## src/rtl/rxs_pkg.sv

```systemverilog
// Shared definitions for the tagged receive silo.
// Assumes: entry format fixed at 4 line bits and 8 character bits.
package rxs_pkg;
    localparam int LINE_W    = 4;
    localparam int CHAR_W    = 8;
    localparam int NUM_LINES = 1 << LINE_W;
    localparam int REG_W     = 16;

    // Control-register bit positions (software decodes these)
    localparam int CSR_RIE   = 6;
    localparam int CSR_RI    = 7;
    localparam int CSR_MAINT = 9;
    localparam int CSR_MCLR  = 11;
    localparam int CSR_SIE   = 12;
    localparam int CSR_SI    = 14;

    // Alarm register: occupancy field starts here
    localparam int OCC_LSB   = 8;

    typedef struct packed {
        logic              ovr;
        logic              ferr;
        logic              perr;
        logic [LINE_W-1:0] line;
        logic [CHAR_W-1:0] data;
    } silo_entry_t;

    typedef enum logic [1:0] {
        SEL_CSR   = 2'd0,
        SEL_RCR   = 2'd1,
        SEL_ALARM = 2'd2,
        SEL_NONE  = 2'd3
    } reg_sel_e;
endpackage

```

## src/rtl/rxs_src_mux.sv

```systemverilog
// Chooses the character source for the silo: the external receivers
// in normal mode, the loopback path in maintenance mode.
// Assumes: loopback characters never carry parity or framing errors.
module rxs_src_mux
    import rxs_pkg::*;
(
    input  logic              maint,
    input  logic              rx_valid,
    input  logic [LINE_W-1:0] rx_line,
    input  logic [CHAR_W-1:0] rx_char,
    input  logic              rx_perr,
    input  logic              rx_ferr,
    input  logic              lb_valid,
    input  logic [LINE_W-1:0] lb_line,
    input  logic [CHAR_W-1:0] lb_char,
    output logic              src_valid,
    output silo_entry_t       src_entry
);
    // Select the active source and clear flags not produced by it
    always_comb begin
        src_entry     = '0;
        if (maint) begin
            src_valid      = lb_valid;
            src_entry.line = lb_line;
            src_entry.data = lb_char;
        end else begin
            src_valid      = rx_valid;
            src_entry.line = rx_line;
            src_entry.data = rx_char;
            src_entry.perr = rx_perr;
            src_entry.ferr = rx_ferr;
        end
    end
endmodule

```

## src/rtl/rxs_fifo.sv

```systemverilog
// Storage for silo entries with occupancy count.
// Assumes: DEPTH is a power of two between 2 and 64; the caller never
// writes when full nor reads when empty; clr acts as a synchronous flush.
module rxs_fifo
    import rxs_pkg::*;
#(
    parameter int DEPTH = 64
) (
    input  logic        clk,
    input  logic        rst_n,
    input  logic        clr,
    input  logic        wr_en,
    input  silo_entry_t wr_entry,
    input  logic        rd_en,
    output silo_entry_t head,
    output logic [$clog2(DEPTH+1)-1:0] occ,
    output logic        empty,
    output logic        full
);
    localparam int AW = $clog2(DEPTH);
    localparam int CW = $clog2(DEPTH+1);

    silo_entry_t   mem [DEPTH];
    logic [AW-1:0] wptr;
    logic [AW-1:0] rptr;

    // Write the incoming entry at the tail
    always_ff @(posedge clk) begin
        if (wr_en) mem[wptr] <= wr_entry;
    end

    // Advance pointers and occupancy
    always_ff @(posedge clk) begin
        if (!rst_n || clr) begin
            wptr <= '0;
            rptr <= '0;
            occ  <= '0;
        end else begin
            if (wr_en) wptr <= wptr + AW'(1);
            if (rd_en) rptr <= rptr + AW'(1);
            occ <= occ + CW'(wr_en) - CW'(rd_en);
        end
    end

    assign head  = mem[rptr];
    assign empty = (occ == '0);
    assign full  = (occ == CW'(DEPTH));

    AST_NO_OVERFLOW: assert property (@(posedge clk) disable iff (!rst_n)
        wr_en |-> (occ < CW'(DEPTH)));
    AST_NO_UNDERFLOW: assert property (@(posedge clk) disable iff (!rst_n)
        rd_en |-> (occ != '0));
    AST_OCC_TRACKS: assert property (@(posedge clk) disable iff (!rst_n)
        !clr |=> (occ == CW'($past(occ) + CW'($past(wr_en)) - CW'($past(rd_en)))));
endmodule

```

## src/rtl/rxs_ovr_track.sv

```systemverilog
// Remembers, per line, that a character was lost to a full silo, and
// supplies the overrun mark for the next entry stored for that line.
// Assumes: store and drop are never both high in one cycle.
module rxs_ovr_track
    import rxs_pkg::*;
(
    input  logic              clk,
    input  logic              rst_n,
    input  logic              clr,
    input  logic              store,
    input  logic              drop,
    input  logic [LINE_W-1:0] line,
    output logic              ovr_tag
);
    logic [NUM_LINES-1:0] pend;

    for (genvar g = 0; g < NUM_LINES; g++) begin : g_line
        logic pend_q;
        logic hit;
        assign hit = (line == LINE_W'(g));
        // Arm on a drop for this line, disarm when its next entry is stored
        always_ff @(posedge clk) begin
            if (!rst_n || clr)     pend_q <= 1'b0;
            else if (drop && hit)  pend_q <= 1'b1;
            else if (store && hit) pend_q <= 1'b0;
        end
        assign pend[g] = pend_q;
    end

    assign ovr_tag = pend[line];

    AST_OVR_ARMS: assert property (@(posedge clk) disable iff (!rst_n)
        (drop && !clr) |=> pend[$past(line)]);
    AST_OVR_CONSUMED: assert property (@(posedge clk) disable iff (!rst_n)
        store |=> !pend[$past(line)]);
endmodule

```

## src/rtl/rxs_regs.sv

```systemverilog
// Register port: control flags, alarm level, read decode and irq.
// Assumes: DEPTH <= 64 so the occupancy fits bits 14:8 of the alarm
// register; store and drop are already gated off during master clear.
module rxs_regs
    import rxs_pkg::*;
#(
    parameter int DEPTH = 64
) (
    input  logic             clk,
    input  logic             rst_n,
    input  logic [1:0]       reg_sel,
    input  logic             reg_wr,
    input  logic             reg_rd,
    input  logic [REG_W-1:0] reg_wdata,
    input  logic             store,
    input  logic             drop,
    input  logic [$clog2(DEPTH+1)-1:0] occ,
    input  logic             empty,
    input  silo_entry_t      head,
    output logic [REG_W-1:0] reg_rdata,
    output logic             maint,
    output logic             mclr,
    output logic             pop,
    output logic             irq
);
    localparam int CW = $clog2(DEPTH+1);

    logic          rie, ri, sie, si;
    logic [CW-1:0] alarm;
    logic          csr_wr, alarm_wr;
    logic [CW:0]   occ_new;
    logic          ri_set;
    logic [REG_W-1:0] csr_val, alarm_val, rcr_val;
    logic          unused_wbits;

    assign csr_wr   = reg_wr && (reg_sel == SEL_CSR);
    assign alarm_wr = reg_wr && (reg_sel == SEL_ALARM);
    assign mclr     = csr_wr && reg_wdata[CSR_MCLR];
    assign pop      = reg_rd && (reg_sel == SEL_RCR) && !empty;

    // Occupancy after this cycle, compared to the alarm level
    assign occ_new = {1'b0, occ} + (CW+1)'(1) - (CW+1)'(pop);
    assign ri_set  = store && (occ_new >= {1'b0, alarm});

    // Control flags and enables; set events win over software clears
    always_ff @(posedge clk) begin
        if (!rst_n || mclr) begin
            rie   <= 1'b0;
            sie   <= 1'b0;
            ri    <= 1'b0;
            si    <= 1'b0;
            maint <= 1'b0;
        end else if (csr_wr) begin
            rie   <= reg_wdata[CSR_RIE];
            sie   <= reg_wdata[CSR_SIE];
            maint <= reg_wdata[CSR_MAINT];
            ri    <= (ri & reg_wdata[CSR_RI]) | ri_set;
            si    <= (si & reg_wdata[CSR_SI]) | drop;
        end else begin
            ri    <= ri | ri_set;
            si    <= si | drop;
        end
    end

    // Alarm level register
    always_ff @(posedge clk) begin
        if (!rst_n || mclr) alarm <= '0;
        else if (alarm_wr)  alarm <= reg_wdata[CW-1:0];
    end

    // Assemble the readable images of each register
    always_comb begin
        csr_val            = '0;
        csr_val[CSR_RIE]   = rie;
        csr_val[CSR_RI]    = ri;
        csr_val[CSR_MAINT] = maint;
        csr_val[CSR_SIE]   = sie;
        csr_val[CSR_SI]    = si;
        alarm_val                  = '0;
        alarm_val[CW-1:0]          = alarm;
        alarm_val[OCC_LSB +: CW]   = occ;
        rcr_val = empty ? '0 : {1'b1, head.ovr, head.ferr, head.perr, head.line, head.data};
    end

    // Read mux
    always_comb begin
        case (reg_sel)
            SEL_CSR:   reg_rdata = csr_val;
            SEL_RCR:   reg_rdata = rcr_val;
            SEL_ALARM: reg_rdata = alarm_val;
            default:   reg_rdata = '0;
        endcase
    end

    assign irq = (ri & rie) | (si & sie);
    assign unused_wbits = ^{reg_wdata[15], reg_wdata[13], reg_wdata[10], reg_wdata[8]};

    AST_RI_HOLDS: assert property (@(posedge clk) disable iff (!rst_n)
        (ri && !csr_wr) |=> ri);
    AST_RI_CLEARS: assert property (@(posedge clk) disable iff (!rst_n)
        (csr_wr && !reg_wdata[CSR_RI] && !store) |=> !ri);
    AST_IRQ_GATED: assert property (@(posedge clk) disable iff (!rst_n)
        irq |-> (rie || sie));
    AST_MCLR_EMPTIES: assert property (@(posedge clk) disable iff (!rst_n)
        mclr |=> (occ == '0));
endmodule

```

## src/rtl/mux_rx_silo.sv

```systemverilog
// Top of the tagged receive silo: one FIFO shared by sixteen lines,
// each entry tagged with line number and error flags.
// Assumes: DEPTH is a power of two from 2 to 64.
module mux_rx_silo
    import rxs_pkg::*;
#(
    parameter int DEPTH = 64
) (
    input  logic        clk,
    input  logic        rst_n,
    input  logic        rx_valid,
    input  logic [3:0]  rx_line,
    input  logic [7:0]  rx_char,
    input  logic        rx_perr,
    input  logic        rx_ferr,
    input  logic        lb_valid,
    input  logic [3:0]  lb_line,
    input  logic [7:0]  lb_char,
    input  logic [1:0]  reg_sel,
    input  logic        reg_wr,
    input  logic        reg_rd,
    input  logic [15:0] reg_wdata,
    output logic [15:0] reg_rdata,
    output logic        irq
);
    localparam int CW = $clog2(DEPTH+1);

    logic          maint, mclr, pop;
    logic          src_valid, store, drop, ovr_tag;
    logic          empty, full;
    logic [CW-1:0] occ;
    silo_entry_t   src_entry, wr_entry, head;

    rxs_src_mux u_src (
        .maint     (maint),
        .rx_valid  (rx_valid),
        .rx_line   (rx_line),
        .rx_char   (rx_char),
        .rx_perr   (rx_perr),
        .rx_ferr   (rx_ferr),
        .lb_valid  (lb_valid),
        .lb_line   (lb_line),
        .lb_char   (lb_char),
        .src_valid (src_valid),
        .src_entry (src_entry)
    );

    // Accept when room exists; otherwise count it as a lost character
    assign store = src_valid && !full && !mclr;
    assign drop  = src_valid &&  full && !mclr;

    rxs_ovr_track u_ovr (
        .clk     (clk),
        .rst_n   (rst_n),
        .clr     (mclr),
        .store   (store),
        .drop    (drop),
        .line    (src_entry.line),
        .ovr_tag (ovr_tag)
    );

    // Attach the pending overrun mark to the entry being stored
    always_comb begin
        wr_entry     = src_entry;
        wr_entry.ovr = ovr_tag;
    end

    rxs_fifo #(.DEPTH(DEPTH)) u_fifo (
        .clk      (clk),
        .rst_n    (rst_n),
        .clr      (mclr),
        .wr_en    (store),
        .wr_entry (wr_entry),
        .rd_en    (pop),
        .head     (head),
        .occ      (occ),
        .empty    (empty),
        .full     (full)
    );

    rxs_regs #(.DEPTH(DEPTH)) u_regs (
        .clk       (clk),
        .rst_n     (rst_n),
        .reg_sel   (reg_sel),
        .reg_wr    (reg_wr),
        .reg_rd    (reg_rd),
        .reg_wdata (reg_wdata),
        .store     (store),
        .drop      (drop),
        .occ       (occ),
        .empty     (empty),
        .head      (head),
        .reg_rdata (reg_rdata),
        .maint     (maint),
        .mclr      (mclr),
        .pop       (pop),
        .irq       (irq)
    );

    AST_LOOP_ISOLATES: assert property (@(posedge clk) disable iff (!rst_n)
        (maint && !lb_valid) |-> !store);
    AST_EXT_ONLY_NORMAL: assert property (@(posedge clk) disable iff (!rst_n)
        (!maint && !rx_valid) |-> !store);
endmodule

```

## config.mk

```make
export PLATFORM = sky130hd
export DESIGN_NAME = mux_rx_silo
export DESIGN_NICKNAME = d
export VERILOG_FILES = /design/src/rtl/rxs_pkg.sv /design/src/rtl/rxs_src_mux.sv /design/src/rtl/rxs_fifo.sv /design/src/rtl/rxs_ovr_track.sv /design/src/rtl/rxs_regs.sv /design/src/rtl/mux_rx_silo.sv
export SDC_FILE = /design/constraint.sdc
export NUM_CORES = 1
export LEC_CHECK = 0
export BUFFER_PORTS_ARGS = -buffer_cell sky130_fd_sc_hd__buf_2
export CORE_MARGIN = 3
export CORE_UTILIZATION = 55
export DETAILED_ROUTE_END_ITERATION = 10
export PLACE_DENSITY_LB_ADDON = 0.08
export SETUP_SLACK_MARGIN = 0.02
export SYNTH_ARGS = -nofsm -noshare
export SYNTH_HDL_FRONTEND = slang
export SYNTH_HIERARCHICAL = 1
export SYNTH_SLANG_ARGS = --single-unit
```

## constraint.sdc

```tcl
create_clock -name clk -period 7.8 [get_ports clk]
set_clock_uncertainty 0.2 [all_clocks]
set_input_delay 0.78 -clock clk [delete_from_list [all_inputs] [get_ports clk]]
set_output_delay 0.78 -clock clk [all_outputs]
set_load 0.02 [all_outputs]
```

# [After elaboration in Yosys (flattened, before gate mapping)]
# Memories as Yosys holds them, arrays and structs flattened. A register that Yosys moved wholly into a read port is not among the register bits.
# Index checks and enable logic that the tools add are counted.
[op_classes] addsub=6 magnitude_cmp=2 eq_ne=18 mux=45 bitwise=9 n_reduce_logical=66
[op_table] cell="$pmux 16 s3" count=1
[op_table] cell="$logic_and 1x1->1" count=42
[op_table] cell="$mux 1" count=38
[op_table] cell="$eq 4x4->1 const B" count=8
[op_table] cell="$reduce_bool 2->1" count=16
[op_table] cell="$eq 4x3->1 const B" count=4
[op_table] cell="$mux 16" count=1
[op_table] cell="$add 6x1->6 const B" count=2
[op_table] cell="$mux 12" count=1
[op_table] cell="$mux 6" count=2
[op_table] cell="$add 7x1->8 const B" count=1
[op_table] cell="$eq 4x2->1 const B" count=2
[op_table] cell="$ge 8x7->1" count=1
[op_table] cell="$sub 8x1->8" count=1
[op_table] cell="$add 7x1->7" count=1
[op_table] cell="$eq 7x7->1 const B" count=1
[op_table] cell="$logic_not 7->1" count=1
[op_table] cell="$sub 7x1->7" count=1
[op_table] cell="$lt 4x5->1 const B" count=1
[op_table] cell="$or 1x1->1" count=5
[op_table] cell="$and 1x1->1" count=4
[op_table] cell="$bmux 1 s4" count=1
[op_table] cell="$eq 4x1->1 const B" count=1
[op_table] cell="$logic_not 1->1" count=4
[op_table] cell="6 further kinds" count=6
[word_totals] regBits=47 ram_bits=960 input_bits=50 output_inout_bits=17 wordCells=172 memories=1
[memory_table] memory="u_fifo.mem" words=64 width=15 read_ports=1 rd_clocked_by_memory_dff=1 wr=1 line_no="rxs_fifo.sv:23" text="silo_entry_t mem [DEPTH];"

# [Longest topological paths before layout]
# Gate-level depths: netlist of the first run.
[depth] ltp_word=8 ltp_mapped=20 mapped_depth_nobuf=19

# [By module]
# Netlist of the first run, hierarchy kept.
[by_module_without_submodules] mod="rxs_fifo" instances=1 cells_each=1754 area_per_inst_um2=38079.0 seq_area_each_um2=29328.1
[by_module_without_submodules] mod="rxs_regs" instances=1 cells_each=146 area_per_inst_um2=1179.9 seq_area_each_um2=240.2
[by_module_without_submodules] mod="rxs_ovr_track" instances=1 cells_each=96 area_per_inst_um2=814.5 seq_area_each_um2=320.3
[by_module_without_submodules] mod="rxs_src_mux" instances=1 cells_each=19 area_per_inst_um2=236.5 seq_area_each_um2=0.0
[by_module_without_submodules] mod="mux_rx_silo" instances=1 cells_each=2 area_per_inst_um2=21.3 seq_area_each_um2=0.0

# [Worst setup path after synthesis of the first run]
# Ideal clock, no wire load.
[synth_timing] kind="input-to-reg" start="input port reg_wr" end="memory u_fifo/mem[48][0] in the netlist's numbering (enable)" setup_time_ps=406 arrival_ps=3475 required_ps=7194 setup_slack_ps=3719 path_stages=8 path_buffers=2 path_cell_list="buf_6 -> nor3b_4 -> and2_4 -> nor3b_2 -> clkbuf_1 -> nand4b_1 -> or2_2 -> nor3_1"
[synth_between] elab_chain_len=6
[synth_rtl] element="from (decl)" line_no="mux_rx_silo.sv:20" text="input logic reg_wr,"
[synth_rtl] element="$logic_and 1x1->1" line_no="rxs_regs.sv:36" text="assign csr_wr = reg_wr && (reg_sel == SEL_CSR);"
[synth_rtl] element="$logic_and 1x1->1" line_no="rxs_regs.sv:38" text="assign mclr = csr_wr && reg_wdata[CSR_MCLR];"
[synth_rtl] element="via mclr" line_no="mux_rx_silo.sv:28" text="logic maint, mclr, pop;"
[synth_rtl] element="$logic_not 1->1" line_no="mux_rx_silo.sv:49" text="assign store = src_valid && !full && !mclr;"
[synth_rtl] element="$logic_and 1x1->1" line_no="mux_rx_silo.sv:49"
[synth_rtl] element="via store" line_no="mux_rx_silo.sv:29" text="logic src_valid, store, drop, ovr_tag;"
[synth_rtl] element="$mux 1" line_no="rxs_fifo.sv:29" text="if (wr_en) mem[wptr] <= wr_entry;"
[synth_rtl] element="$mux 1 (not written as such)" line_no="rxs_fifo.sv:29"
[synth_rtl] element="to (decl)" line_no="rxs_fifo.sv:23"
# The timed path passes the listed nets, and every way through them passes these cells.

==> results of run 1 <==
==> layout by cell type, fill, tap and decap left out, types with 28 or more instances in the layout <==
cell / n
sky130_fd_sc_hd__nor2_1: 100
sky130_fd_sc_hd__clkbuf_1: 28
sky130_fd_sc_hd__clkbuf_16: 103
sky130_fd_sc_hd__mux4_2: 244
sky130_fd_sc_hd__dfxtp_1: 49
sky130_fd_sc_hd__o21ai_0: 38
sky130_fd_sc_hd__edfxtp_1: 960
sky130_fd_sc_hd__a211oi_1: 29
sky130_fd_sc_hd__mux2i_1: 31
sky130_fd_sc_hd__inv_1: 32
sky130_fd_sc_hd__mux2_2: 32
sky130_fd_sc_hd__nand2_1: 50
sky130_fd_sc_hd__buf_2: 62
sky130_fd_sc_hd__clkinv_1: 28
sky130_fd_sc_hd__a21oi_1: 34
sky130_fd_sc_hd__buf_4: 74
sky130_fd_sc_hd__o22ai_1: 55
==> power breakdown <==
group          total, uW  internal, uW  switching (uW)
clock network       4650          2660            1990
registers           6080          6020            60.3
logic               1050           437             612
total              11800          9120            2660
==> registers in the layout, summed over array words and instances, names as in the netlist, 6 cells and up, named ones only <==
name,count
u_fifo/mem,960
u_fifo/occ,7
u_fifo/rptr,6
u_fifo/wptr,6
u_ovr/g_line.pend_q,16
u_regs/alarm,7
==> per-layer routing <==
| layer | up-vias | global-route usage, % |
|---|---|---|
| li1 | 8570 | - |
| met1 | 10700 | 35.8 |
| met2 | 735 | 37.8 |
| met3 | 145 | 3.44 |
| met4 | 0 | 7.21 |
| met5 | - | 0 |
==> area by class of cell <==
| type | count | area [um2] | area share, % |
|---|---|---|---|
| well taps | 950 | 1190 | 2.64 |
| clock inverters | 55 | 487 | 1.08 |
| repair buffers | 141 | 966 | 2.15 |
| multi-input cells | 856 | 9680 | 21.5 |
| flip-flops and latches | 1013 | 29900 | 66.4 |
| clock buffers | 131 | 2680 | 5.96 |
| inverters | 33 | 124 | 0.275 |
==> how the worst min path moves through the flow <==
stage / from / end / slack (ns) / cells after the start
global placement: u_ovr/g_line[12].pend_q$_SDFFE_PP0P_ / u_ovr/g_line[12].pend_q$_SDFFE_PP0P_ / 0.26 / 2
floorplan: u_regs/alarm[4]$_SDFFE_PP0P_ / u_regs/alarm[4]$_SDFFE_PP0P_ / 0.25 / 2
global route: reg_wdata[4] / u_regs/alarm[4]$_SDFFE_PP0P_ / 0.19 / 3
CTS: reg_wdata[9] / u_regs/maint$_SDFFE_PP0P_ / 0.13 / 3
detailed placement: u_ovr/g_line[6].pend_q$_SDFFE_PP0P_ / u_ovr/g_line[6].pend_q$_SDFFE_PP0P_ / 0.27 / 2
finish: reg_wdata[9] / u_regs/maint$_SDFFE_PP0P_ / 0.17 / 3
==> worst reg2reg max path, cell delays in order, from the launching register on <==
cell	delay (ns)
sky130_fd_sc_hd__dfxtp_1	0.50
sky130_fd_sc_hd__inv_1	0.11
sky130_fd_sc_hd__ha_1	0.21
sky130_fd_sc_hd__nand3b_1	0.11
sky130_fd_sc_hd__nor3_1	0.07
sky130_fd_sc_hd__nor2_1	0.34
sky130_fd_sc_hd__and2_1	0.54
sky130_fd_sc_hd__nand2_1	0.20
sky130_fd_sc_hd__ha_1	0.25
sky130_fd_sc_hd__ha_1	0.21
sky130_fd_sc_hd__inv_1	0.06
sky130_fd_sc_hd__ha_1	0.17
sky130_fd_sc_hd__nor2_1	0.07
sky130_fd_sc_hd__o31a_1	0.26
sky130_fd_sc_hd__a21oi_1	0.17
sky130_fd_sc_hd__ha_1	0.27
sky130_fd_sc_hd__a21o_1	0.16
sky130_fd_sc_hd__a21o_1	0.17
sky130_fd_sc_hd__a211oi_1	0.20
sky130_fd_sc_hd__a211oi_1	0.10
==> per-stage QoR <==
stage,hold WS [ns],power (uW)
floorplan,0.246,6930
global placement,0.257,7220
detailed placement,0.269,7250
CTS,0.135,11900
global route,0.186,12200
finish,0.167,11800
==> results.txt, run 1 <==
----------------------------------------------------
[Outcome]
  Result of the run ... finished clean

[Place]
  Number of port buffers ... 62
  Cell count after placement ... ~3,000
  Setup slack at placement ... 3.04 ns
  Final weighted congestion in routability-driven placement ... 0.801
  Placed cell areas ... 41,900 um2
  HPWL after detailed placement ... 52,800 um

[Clocking]
  Deepest clock path buffer count ... 3
  CTS H-tree lvls ... 3
  Cell chosen for the clock root ... sky130_fd_sc_hd__clkbuf_16
  Number of clock sinks seen by CTS ... 1,013
  Number of buffers added by the clock tree synthesis step ... 102
  Number of cells upsized or downsized after cts ... 0
  Clock latency of the later-clocked register in the worst-skew pair ... 0.66 ns
  Number of post-CTS setup repair buffers ... 0
  Clock tree from TritonCTS ... yes
  Clock transition at the register clock pins on the worst setup and hold paths after CTS ... around 0.06 ns
  Number of hold-repair buffers added at the cts stage ... 0

[Die]
  Chip Height ... 277 um
  Placeable Area ... 72,100 um2
  Num ports ... 67
  Die footprint ... ~77,000 um2
  Width of the die ... between 200 and 300 um
  Initial Util ... roughly 56%
  Row count ... 98

[Setup path]
  Critical path buffers and inverters ... 2
  Required time at the endpoint of the critical path ... a little under 7 ns
  Arrival @ worst endpoint ... roughly 4.5 ns
  Launch point of the worst reg-to-reg path ... u_fifo/occ[2]$_SDFF_PP0_
  Endpoint type of the worst setup path ... primary output
  Slowest cell on crit path ... sky130_fd_sc_hd__o41ai_1
  Worst R2R Path Depth ... 19
  Timing endpoint of the critical path ... reg_rdata[8]
  Cell chain of the critical path ... buf_4 -> nand2b_1 -> o22ai_1 -> o41ai_1 -> a32o_1 -> buf_2
  Maximum fanout encountered on the critical timing path ... 53
  Crit path max-delay family ... compound AO/OA/AOI/OAI gates
  Minimum setup slack among reg-to-reg paths ... 3.30 ns
  Critical path class ... flop to primary output
  WP depth ... 6
  Worst reg2reg path endpoint ... u_regs/ri$_SDFF_PP0_
  Peak per-stage delay on the critical path ... 1.14 ns
  Worst Setup Start Kind ... flop

[Global route]
  Antenna violations before repair ... 0
  Global-route wire length before repair ... 135,000 um
  Global-route usage over all layers ... around a quarter
  Via count of the first global-routing pass ... 20,300
  Global route total overflow ... 0
  Pin count of the biggest net entering global routing ... 80

[Detailed routing]
  Detail Route met2 WL ... 43,700 um
  Starting DRT DRC Count ... about 2,100
  Met3 wire length ... approximately 6400 um
  Number of DRC violations after detailed routing ... 0
  Wire length after detailed routing ... 91,200 um
  Vias/cell ... between 6 and 7
  Highest Signal Layer ... met4
  M1 WL ... 38,800 um
  Routed Antenna Nets ... 0
  First-pass DRT Iterations ... 5
  Vias ... slightly above 20,000
  Wirelength per Cell ... ~29 um

[Synthesis]
  Post-Syn Nets ... 2,093
  Netlist Area Pre-Place ... between 40,000 and 50,000 um2
  Yosys warning total ... 6
  Synthesized area per cell ... 20.0 um2
  Count of mapped cells out of synthesis ... 2,015

[Final layout]
  Final Core Density ... 62.5%
  Fraction of final layout cells with drive strength greater than 1 ... between 20% and 30%
  Post-route cell area ... approximately 45,000 um2
  Fill cell instance count of the final layout ... 5,000
  Final Net Count ... 2,225
  P&R area growth vs syn ... 11.7%
  Final Non-Filler Cells ... about 3,200
  Antenna diodes ... 0

[Timing]
  Max-slew violation total from the final report ... 0
  Crit share post-route ... 70.8%
  Tightest slew margin relative to the limit ... 17.3%
  Aggregate negative setup slack ... 0 ns
  Final Hold Violating Endpoints ... 0
  Fmax achieved ... approximately 180 MHz
  Final-report setup violation count ... 0
  Shortest clock period the worst path allows after layout ... 5.52 ns
  Unrepaired setup endpoints after global routing ... no
  Slew at the pin closest to its max-slew limit ... about 1.2 ns
  Least setup slack across all paths after layout ... 2.28 ns

[Pwr]
  Worst supply voltage drop on vdd ... 0.202 mV
  Pwr per Cell Area ... 262 nW/um2
  Leakage power ... approximately 0.014 uW

[Job]
  Maximum capacitance violations ... 0

[Worst hold path]
  Worst hold path type ... input pin to flop

----------------------------------------------------
No activity file was read; power rests on OpenSTA's default activity.
==> run 2, diff against run 1 <==
==> constraint.sdc (replaced) <==
create_clock -name clk -period 4.45 [get_ports clk]
set_clock_uncertainty 0.2 [all_clocks]
set_input_delay 0.445 -clock clk [delete_from_list [all_inputs] [get_ports clk]]
set_output_delay 0.445 -clock clk [all_outputs]
set_load 0.02 [all_outputs]
==> run 2 against run 1 <==
Effect of this change: die area stayed put; clock power increased by 75%; first-iteration DRC count grew 5.2%; clock-buffer cell count shrank 12; largest cell class unchanged.
==> results.txt, run 2 (synthesis results as in run 1) <==
----------------------------------------------------
[Clocking]
  Clock latency of the later-clocked register in the worst-skew pair ... 0.66 ns (about the same)
  Number of clock sinks seen by CTS ... 1,013 (unchanged)
  Cell chosen for the clock root ... sky130_fd_sc_hd__clkbuf_16
  CTS H-tree lvls ... 3 (unchanged)
  Number of buffers added by the clock tree synthesis step ... 101 (-0.98%)
  Clock tree from TritonCTS ... yes
  Clock transition at the register clock pins on the worst setup and hold paths after CTS ... 0.06 ns (about the same)
  Deepest clock path buffer count ... 3 (unchanged)

[Place]
  Cell count after placement ... 3,038 (+1.5%)
  HPWL after detailed placement ... 55,400 um (+4.9%)
  Number of port buffers ... 62 (unchanged)
  Final weighted congestion in routability-driven placement ... 0.827 (+3.2%)
  Placed cell areas ... 42,300 um2 (+1.1%)

[Timing]
  Tightest slew margin relative to the limit ... 23.3% (+6.0 points)
  Final-report setup violation count ... 0 (unchanged)
  Shortest clock period the worst path allows after layout ... ~4.3 ns
  Unrepaired setup endpoints after global routing ... no
  Final Hold Violating Endpoints ... 0 (unchanged)
  Fmax achieved ... between 200 and 250 MHz
  Slew at the pin closest to its max-slew limit ... 1.15 ns (-0.0735 ns)
  Max-slew violation total from the final report ... 0 (unchanged)
  Crit share post-route ... slightly below 100%
  Aggregate negative setup slack ... 0 ns (unchanged)

[Detailed routing]
  Starting DRT DRC Count ... 2,163 (+5.2%)
  Routed Antenna Nets ... 0 (unchanged)
  Vias ... 20,500 (+1.7%)
  Number of DRC violations after detailed routing ... 0 (unchanged)
  Vias/cell ... 6.31 (-0.54%)
  First-pass DRT Iterations ... 5 (unchanged)
  Wire length after detailed routing ... 93,600 um (+2.6%)
  Wirelength per Cell ... 28.8 um (+0.30%)

[Final layout]
  Final Core Density ... 63.5% (+1.1 points)
  Fraction of final layout cells with drive strength greater than 1 ... 28.2% (+1.9 points)
  Largest registers ... u_fifo/mem x960, u_ovr/g_line.pend_q x16
  Register name with the most flops ... u_fifo/mem
  Leading cell type in the layout, fill and taps excluded ... sky130_fd_sc_hd__edfxtp_1
  Final Net Count ... 2,299 (+3.3%)
  Final Non-Filler Cells ... 3,251 (+2.3%)
  P&R area growth vs syn ... 13.6%
  Post-route cell area ... 45,800 um2 (+1.7%)
  Max reg flops ... 960 (unchanged)
  Most frequent cells in the layout ... 960 x sky130_fd_sc_hd__edfxtp_1, 244 x sky130_fd_sc_hd__mux4_2, 112 x sky130_fd_sc_hd__buf_4

[Setup path]
  Worst reg2reg path endpoint ... u_fifo/occ[6]$_SDFF_PP0_
  Launch point of the worst reg-to-reg path ... u_fifo/occ[2]$_SDFF_PP0_
  Maximum fanout encountered on the critical timing path ... 10 (-81%)
  Worst R2R Path Depth ... 19 (unchanged)
  Arrival @ worst endpoint ... 3.63 ns (-0.91 ns)
  Endpoint type of the worst setup path ... primary output
  Minimum setup slack among reg-to-reg paths ... 0.49 ns (-2.81 ns)
  Worst Setup Start Kind ... flop
  Required time at the endpoint of the critical path ... 3.81 ns (-3.01 ns)
  Critical path class ... flop to primary output

[Die]
  Initial Util ... 55.9% (unchanged)
  Width of the die ... 277 um (unchanged)
  Die footprint ... 76,600 um2 (unchanged)
  Num ports ... 67 (unchanged)
  Row count ... 98 (unchanged)
  Placeable Area ... 72,100 um2 (unchanged)
  Chip Height ... 277 um (unchanged)

[Pwr]
  Clock Power Share ... 39.2% (-0.2 points)
  Pwr per Cell Area ... 452 nW/um2 (+73%)
  Internal ... 16,000 uW (+75%)
  P_sw ... 4730 uW (+78%)
  Sequential cell fraction of total power ... 51.4% (-0.2 points)
  Switching portion of total power ... 22.8% (+0.26 points)
  Comb power frac ... 9.4% (+0.5 points)
  Leakage power ... 0.0145 uW (+3.0%)
  Worst supply voltage drop on vdd ... 0.354 mV (+75%)

[Global route]
  Pin count of the biggest net entering global routing ... 80 (unchanged)
  Global-route usage over all layers ... 24.8% (+0.70 points)
  Antenna violations before repair ... 2 (+2)
  Global-route wire length before repair ... 140,000 um (+3.1%)
  Via count of the first global-routing pass ... 20,800 (+2.4%)
  Global route total overflow ... 0 (unchanged)

[Job]
  Maximum capacitance violations ... 0 (unchanged)

[Outcome]
  Result of the run ... finished clean

[Worst hold path]
  Endpoint of the worst hold-timing path ... u_regs/alarm[5]$_SDFFE_PP0P_
  Hold-critical path depth ... 4 (+1)
  Worst hold path type ... input pin to flop
  Startpoint of the worst hold path ... reg_wdata[11]

----------------------------------------------------
[run 2: how the worst max path moves through the flow]
stage	startpoint	endpoint	slack, ns	cells after the start
2_1_floorplan	reg_wr	u_fifo/mem[48][0]$_DFFE_PP_	0.70	8
3_3_place_gp	u_fifo/occ[2]$_SDFF_PP0_	u_fifo/occ[6]$_SDFF_PP0_	0.62	19
3_5_place_dp	u_fifo/occ[2]$_SDFF_PP0_	u_fifo/occ[6]$_SDFF_PP0_	0.52	19
4_1_cts	flop	reg_rdata[6]	0.16	8
5_1_grt	flop	reg_rdata[14]	0.02	9
6_report	flop	reg_rdata[14]	0.18	8
[run 2: worst max-delay path, stage by stage (launching register included)]
cell                       delay (ns)
sky130_fd_sc_hd__dfxtp_1         0.43
sky130_fd_sc_hd__nor2b_1         0.54
sky130_fd_sc_hd__nand2_1         0.47
sky130_fd_sc_hd__o22ai_1         0.63
sky130_fd_sc_hd__a2111o_1        0.31
sky130_fd_sc_hd__o41ai_1         0.20
sky130_fd_sc_hd__nand3_1         0.13
sky130_fd_sc_hd__o21ai_0         0.07
sky130_fd_sc_hd__buf_2           0.17
[run 2: area by class of cell]
cell class                      count  area (um2)
Timing Repair Buffer              216        1760
Clock buffer                      119        2650
Fill cell                        4897       26300
Tap cell                          950        1190
Multi-Input combinational cell    856        9660
Inverter                           33         124
Antenna cell                        1        2.50
Sequential cell                  1013       29900
Clock inverter                     63         527
[run 2: timing repair]
action	in CTS	in global routing
setup buffers	6	0
hold endpoints to repair	12	0
pin swaps	0	0
gates resized for setup	0	1
setup endpoints to repair	4	1
hold buffers	24	0
[run 2: power groups by stage]
stage	combinational, uW	sequential (uW)	clock (uW)
after floorplan	1350	10800	0
after global placement	1870	10800	0
after detailed placement	1910	10900	0
after CTS	1960	10600	8290
after global routing	2150	10600	8680
final	1950	10600	8130
[run 2: through the flow]
stage | hold WS [ns] | total power [uW] | setup slack, ns
2_1_floorplan | 0.246 | 12200 | 0.704
3_3_place_gp | 0.258 | 12700 | 0.616
3_5_place_dp | 0.273 | 12800 | 0.516
4_1_cts | 0.0786 | 20900 | 0.165
5_1_grt | 0.122 | 21500 | 0.0211
6_report | 0.119 | 20700 | 0.178
[run 2: routing by layer]
| layer | up-vias | track usage, % | part of all wire, % |
|---|---|---|---|
| met3 | 152 | 3.82 | 6.9 |
| met1 | 10900 | 37.0 | 42 |
| met5 | - | 0 | 0 |
| met2 | 782 | 38.6 | 48 |
| li1 | 8711 | - | - |
| met4 | 0 | 7.21 | 2.8 |
